==> src/rtl/spc_pkg.sv <==
package spc_pkg;
  typedef enum logic [1:0] {
    SPC_OFF  = 2'd0,
    SPC_WIDE = 2'd1,
    SPC_ENH  = 2'd2
  } spc_mode_e;
endpackage

==> src/rtl/spc_mode_sel.sv <==
module spc_mode_sel
  import spc_pkg::*;
#(
  parameter int NUM_CHR    = 4,
  parameter int FLOW_W     = 4,
  parameter int XOFF_SLOT  = 2,
  parameter int XOFF2_SLOT = 3
) (
  input  logic               wide_frame,
  input  logic               enhanced,
  input  logic [FLOW_W-1:0]  flow_mode,
  input  logic               alt_xoff_en,
  input  logic               match_ie,
  output spc_mode_e          mode,
  output logic [NUM_CHR-1:0] slot_en
);
  logic flow_on;

  assign flow_on = |flow_mode;

  always_comb begin
    if (wide_frame)    mode = SPC_WIDE;
    else if (enhanced) mode = SPC_ENH;
    else               mode = SPC_OFF;
  end

  for (genvar g = 0; g < NUM_CHR; g++) begin : g_slot
    if (g == XOFF_SLOT) begin : g_xoff
      assign slot_en[g] = match_ie &&
        ((mode == SPC_WIDE) || ((mode == SPC_ENH) && flow_on));
    end else if (g == XOFF2_SLOT) begin : g_xoff2
      assign slot_en[g] = match_ie &&
        ((mode == SPC_WIDE) || ((mode == SPC_ENH) && alt_xoff_en));
    end else begin : g_plain
      assign slot_en[g] = match_ie && (mode == SPC_WIDE);
    end
  end
endmodule

==> src/rtl/spc_cmp_bank.sv <==
module spc_cmp_bank #(
  parameter int NUM_CHR = 4,
  parameter int CHR_W   = 9
) (
  input  logic [CHR_W-1:0]         rx_char,
  input  logic [NUM_CHR*CHR_W-1:0] table_flat,
  input  logic                     narrow,
  output logic [NUM_CHR-1:0]       hit
);
  localparam int NARROW_W = CHR_W - 1;

  for (genvar g = 0; g < NUM_CHR; g++) begin : g_cmp
    logic [CHR_W-1:0] ref_chr;
    logic             eq_full;
    logic             eq_low;

    assign ref_chr = table_flat[g*CHR_W +: CHR_W];
    assign eq_full = (rx_char == ref_chr);
    assign eq_low  = (rx_char[NARROW_W-1:0] == ref_chr[NARROW_W-1:0]);
    assign hit[g]  = narrow ? eq_low : eq_full;
  end
endmodule

==> src/rtl/spc_prio_enc.sv <==
module spc_prio_enc #(
  parameter int NUM_CHR = 4,
  parameter int IDX_W   = $clog2(NUM_CHR)
) (
  input  logic               clk,
  input  logic               rst,
  input  logic [NUM_CHR-1:0] hit,
  output logic               any,
  output logic [IDX_W-1:0]   idx
);
  logic [NUM_CHR-1:0] below_mask;

  always_comb begin
    any = |hit;
    idx = '0;
    for (int i = NUM_CHR - 1; i >= 0; i--) begin
      if (hit[i]) idx = IDX_W'(i);
    end
  end

  assign below_mask = (NUM_CHR'(1) << idx) - NUM_CHR'(1);

  AST_LOWEST_WINS: assert property (@(posedge clk) disable iff (rst)
    any |-> (hit[idx] && ((hit & below_mask) == '0)));
endmodule

==> src/rtl/spc_irq_hold.sv <==
module spc_irq_hold #(
  parameter int IDX_W = 2
) (
  input  logic             clk,
  input  logic             rst,
  input  logic             set,
  input  logic [IDX_W-1:0] set_idx,
  input  logic             set_xoff,
  input  logic             clr,
  output logic             irq,
  output logic [IDX_W-1:0] idx,
  output logic             xoff
);
  always_ff @(posedge clk) begin
    if (rst) begin
      irq  <= 1'b0;
      idx  <= '0;
      xoff <= 1'b0;
    end else begin
      xoff <= set && set_xoff;
      if (set) begin
        irq <= 1'b1;
        idx <= set_idx;
      end else if (clr) begin
        irq <= 1'b0;
      end
    end
  end

  AST_IRQ_STICKY: assert property (@(posedge clk) disable iff (rst)
    (irq && !set && !clr) |=> irq);
  AST_IRQ_CLEARS: assert property (@(posedge clk) disable iff (rst)
    (clr && !set) |=> !irq);
  AST_IDX_HOLDS: assert property (@(posedge clk) disable iff (rst)
    !set |=> $stable(idx));
endmodule

==> src/rtl/spc_char_detect.sv <==
module spc_char_detect
  import spc_pkg::*;
#(
  parameter int CHR_W      = 9,
  parameter int NUM_CHR    = 4,
  parameter int FLOW_W     = 4,
  parameter int XOFF_SLOT  = 2,
  parameter int XOFF2_SLOT = 3,
  localparam int IDX_W     = $clog2(NUM_CHR),
  localparam int TBL_W     = NUM_CHR * CHR_W
) (
  input  logic              clk,
  input  logic              rst,
  input  logic              rx_valid,
  input  logic [CHR_W-1:0]  rx_char,
  input  logic              rx_frame_err,
  input  logic              rx_break,
  input  logic [TBL_W-1:0]  chr_table,
  input  logic              cfg_wide_frame,
  input  logic              cfg_enhanced,
  input  logic [FLOW_W-1:0] cfg_flow_mode,
  input  logic              cfg_alt_xoff_en,
  input  logic              cfg_match_ie,
  input  logic              irq_clr,
  output logic              spc_irq,
  output logic [IDX_W-1:0]  spc_idx,
  output logic              xoff_seen
);
  spc_mode_e          mode;
  logic [NUM_CHR-1:0] slot_en;
  logic [NUM_CHR-1:0] raw_hit;
  logic [NUM_CHR-1:0] live_hit;
  logic               char_ok;
  logic               win_any;
  logic [IDX_W-1:0]   win_idx;
  logic               win_xoff;

  spc_mode_sel #(
    .NUM_CHR    (NUM_CHR),
    .FLOW_W     (FLOW_W),
    .XOFF_SLOT  (XOFF_SLOT),
    .XOFF2_SLOT (XOFF2_SLOT)
  ) u_mode (
    .wide_frame  (cfg_wide_frame),
    .enhanced    (cfg_enhanced),
    .flow_mode   (cfg_flow_mode),
    .alt_xoff_en (cfg_alt_xoff_en),
    .match_ie    (cfg_match_ie),
    .mode        (mode),
    .slot_en     (slot_en)
  );

  spc_cmp_bank #(
    .NUM_CHR (NUM_CHR),
    .CHR_W   (CHR_W)
  ) u_cmp (
    .rx_char    (rx_char),
    .table_flat (chr_table),
    .narrow     (mode == SPC_ENH),
    .hit        (raw_hit)
  );

  assign char_ok  = rx_valid && !rx_frame_err && !rx_break;
  assign live_hit = raw_hit & slot_en & {NUM_CHR{char_ok}};

  spc_prio_enc #(
    .NUM_CHR (NUM_CHR),
    .IDX_W   (IDX_W)
  ) u_prio (
    .clk (clk),
    .rst (rst),
    .hit (live_hit),
    .any (win_any),
    .idx (win_idx)
  );

  assign win_xoff = (mode == SPC_ENH) && (win_idx == IDX_W'(XOFF_SLOT));

  spc_irq_hold #(
    .IDX_W (IDX_W)
  ) u_hold (
    .clk      (clk),
    .rst      (rst),
    .set      (win_any),
    .set_idx  (win_idx),
    .set_xoff (win_xoff),
    .clr      (irq_clr),
    .irq      (spc_irq),
    .idx      (spc_idx),
    .xoff     (xoff_seen)
  );

  AST_IE_GATES: assert property (@(posedge clk) disable iff (rst)
    $rose(spc_irq) |-> $past(cfg_match_ie));
  AST_BAD_CHAR_SKIPPED: assert property (@(posedge clk) disable iff (rst)
    $rose(spc_irq) |-> $past(rx_valid && !rx_frame_err && !rx_break));
  AST_XOFF_ON_SLOT: assert property (@(posedge clk) disable iff (rst)
    xoff_seen |-> (spc_irq && spc_idx == IDX_W'(XOFF_SLOT)));
  AST_ALT_SILENT: assert property (@(posedge clk) disable iff (rst)
    $rose(spc_irq) |-> $past(cfg_wide_frame || cfg_enhanced));
endmodule

==> config.mk <==
export PLATFORM = sky130hd
export DESIGN_NAME = spc_char_detect
export DESIGN_NICKNAME = d
export VERILOG_FILES = /design/src/rtl/spc_pkg.sv /design/src/rtl/spc_mode_sel.sv /design/src/rtl/spc_cmp_bank.sv /design/src/rtl/spc_prio_enc.sv /design/src/rtl/spc_irq_hold.sv /design/src/rtl/spc_char_detect.sv
export SDC_FILE = /design/constraint.sdc
export NUM_CORES = 1
export LEC_CHECK = 0
export BUFFER_PORTS_ARGS = -buffer_cell sky130_fd_sc_hd__buf_2
export CORE_MARGIN = 8
export CORE_UTILIZATION = 36
export CTS_BUF_LIST = sky130_fd_sc_hd__clkbuf_4
export DETAILED_ROUTE_END_ITERATION = 8
export GPL_TIMING_DRIVEN = 0
export PLACE_DENSITY_LB_ADDON = 0.1
export SLEW_MARGIN = 40
export SYNTH_ARGS = -nofsm -noshare
export SYNTH_HDL_FRONTEND = slang
export SYNTH_SLANG_ARGS = --single-unit
==> constraint.sdc <==
create_clock -name clk -period 2.05 [get_ports clk]
set_clock_uncertainty 0.05 [all_clocks]
set_input_delay 0.1025 -clock clk [delete_from_list [all_inputs] [get_ports clk]]
set_output_delay 0.1025 -clock clk [all_outputs]
set_load 0.05 [all_outputs]
==> flow_summary.json <==
{
  "wl_met2_um": 919,
  "wl_met3_um": 273,
  "die_area_sq_mm": 0.00329,
  "synth_fa_ha_area_share_pct": 0,
  "drc": 0,
  "setup_tns_ps": 0,
  "htreeDepth": 1,
  "vias": 731,
  "relSlewSlack_pct": 68.9,
  "ir_drop_mv": 0.530,
  "clockRootBuffer": "clkbuf_4",
  "crit_family": "compound AO/OA/AOI/OAI gates",
  "cap_violations": 0,
  "yosys.cell_types.count": 23,
  "grt_pass1_vias": 797,
  "cts_tree": "done",
  "fin_util_pct": 57.5,
  "wl_per_cell_um": 13.2,
  "postCtsHoldBufs": 0,
  "synthCells": 74,
  "rsz0062_at_grt": "no",
  "clock_path_buffers": 2,
  "ios": 63,
  "critPathSlowestCell": "or4_4",
  "run_status": "completed",
  "intPower_mw": 0.233,
  "die_w_um": 57.4,
  "synthSimpleGateAreaFrac_pct": 21.3,
  "clock-sinks": 4,
  "syn2layout_area_growth_pct": 55.9,
  "numCtsBuffers": 3,
  "startpoint_type": "primary input",
  "synth-xor-area-share_pct": 51.2,
  "start_util_pct": 36.9,
  "dpl.hpwl_um": 1870,
  "combPwrFrac_pct": 47.2,
  "postCtsSetupRepairBufs": 0,
  "hold_violations": 0,
  "clkLatencyLatePin_ps": 230,
  "antenna_left": 0,
  "synth-compound-area-share_pct": 12.4,
  "hold_slack_ps": 98.4,
  "fin_crit_sh_pct": 73.2,
  "seq_power_share_pct": 23.9,
  "rows": 15,
  "syn_avg_cell_area_sq_um": 8.32,
  "gp_congestion": 0.736,
  "dieHeight_um": 57.4,
  "min_path_type": "primary input to flip-flop",
  "n_antenna_cell": 0,
  "p_per_area_mw_per_mm2": 342,
  "cp_slowest_stage_delay_ps": 520,
  "path_max_fanout": 3,
  "wirelength_um": 2030,
  "ys_ff_latch": 4,
  "fin_crit_ps": 1500,
  "grt_util_all_layers_pct": 12.4,
  "avgViaCountPerCell": 4.75,
  "crit_arrival_ps": 1560,
  "worst-path-buf-inv": 1,
  "p_switching_mw": 0.0948,
  "power.leakage_nw": 0.459,
  "crit_required_ps": 2110,
  "slew_viol_final": 0,
  "most-common-layout-cells": "60 x buf_2, 29 x xnor2_1, 7 x xor2_1, 5 x nand4_1",
  "cts.reportedPaths.clkPinSlew_ps": 40,
  "worstMarginPinSlew_ps": 462,
  "dr.pass1.iters": 3,
  "swShare_pct": 28.9,
  "ys_seq_area_share_pct": 13.0,
  "cts.repair.resized": 0,
  "antenna_found_initial": 0,
  "fmax_mhz": 666,
  "cp-end-kind": "flip-flop",
  "finalSetupViolCount": 0,
  "grt_pass1_wl_um": 3350,
  "nNetsFinal": 198,
  "synth_nets": 133,
  "grt_max_degree": 6,
  "synth_area_sq_um": 616,
  "yosysWarnings": 0,
  "port_buffers": 60,
  "crit_chain": "buf_2, or4_4, a21oi_2, nor4_1, a41o_1, o41a_1",
  "synthMuxAreaShare_pct": 0,
  "drive_gt1_share_pct": 48.9,
  "highest_layer": "met3",
  "coreArea_sq_mm": 0.00167,
  "layout_commonest_cell": "buf_2",
  "drt_iter0_drc": 18,
  "grt.overflow.total": 0,
  "clkPwrFrac_pct": 28.9,
  "synth_top_family_by_area": "XOR/XNOR gates",
  "wl_met1_um": 833,
  "path_class": "primary input to flip-flop"
}
## metrics by stage
step           area, sq um  instances  total power [mW]  setup slack [ps]
6_report               960        154             0.328               549
5_1_grt                960        154             0.354               507
4_1_cts                960        154             0.336               544
3_5_place_dp           937        151             0.236               309
3_3_place_gp           937        151             0.232               308
2_1_floorplan          616         74             0.157               498
## metal layers
metal / track usage, % / vias up
met3: 8.52 / 0
met1: 14.1 / 303
li1: - / 387
met2: 19.5 / 41
met4: 1.07 / 0
met5: 0 / -
## sequential cells by signal, indices dropped and copies added, names as in the netlist
name and cells:
u_hold.irq 1, u_hold.xoff 1, u_hold.idx 2
## logic make-up (layout without fill, tap and decap cells)
kind of cell	Yosys count	count (layout)
XOR/XNOR	36	36
AO/OA/AOI/OAI	9	9
flip-flops	4	4
AND/OR/NAND/NOR	22	22
buffers and inverters	3	66
## power by group through the flow
stage	clock network, mW	logic (mW)	registers, mW
2_1_floorplan	0	0.0772	0.0796
6_report	0.0949	0.155	0.0784
4_1_cts	0.100	0.157	0.0783
5_1_grt	0.105	0.171	0.0782
3_3_place_gp	0	0.153	0.0795
3_5_place_dp	0	0.156	0.0795
## area by class of cell
class	instances	area, sq um
flip-flops and latches	4	80.1
fillers	180	711
repair buffers	60	300
multi-input cells	67	523
well taps	17	21.3
clock buffers	3	22.5
plain buffers	2	8.76
inverters	1	3.75
## final timing paths
path / start / to / slack (ps) / cells past startpoint
worst min-delay path: rst / u_hold.idx[0] / 100 / 3
worst min register to register: u_hold.idx[1] / u_hold.idx[1] / 410 / 1
worst max register to register: u_hold.irq / u_hold.irq / 1160 / 2
worst max-delay path: cfg_flow_mode[1] / u_hold.irq / 550 / 6
## Yosys cell counts (all sizes together)
library cell   n  share of area, %
a21oi          2               2.2
a41o           1               1.6
a41oi          1               1.4
and3           1               1.0
and4bb         1               2.0
clkbuf         2               1.4
dfxtp          4                13
inv            1              0.61
nand3          3               2.4
nand4          5               5.1
nor2           4               2.4
nor2b          2               2.0
nor3           3               2.4
nor4           2               2.0
o211a          1               1.6
o211ai         1               1.2
o21a           2               2.4
o41a           1               1.8
or4            1               1.8
xnor2         29                41
xor2           7                10
## tightest hold or removal path: cells and delay by family
| kind | cells | cell delay, ps |
|---|---|---|
| compound gates | 1 | 90 |
| buf+inv | 1 | 100 |
| simple gates | 1 | 40 |
No activity file was read; power rests on OpenSTA's default activity.
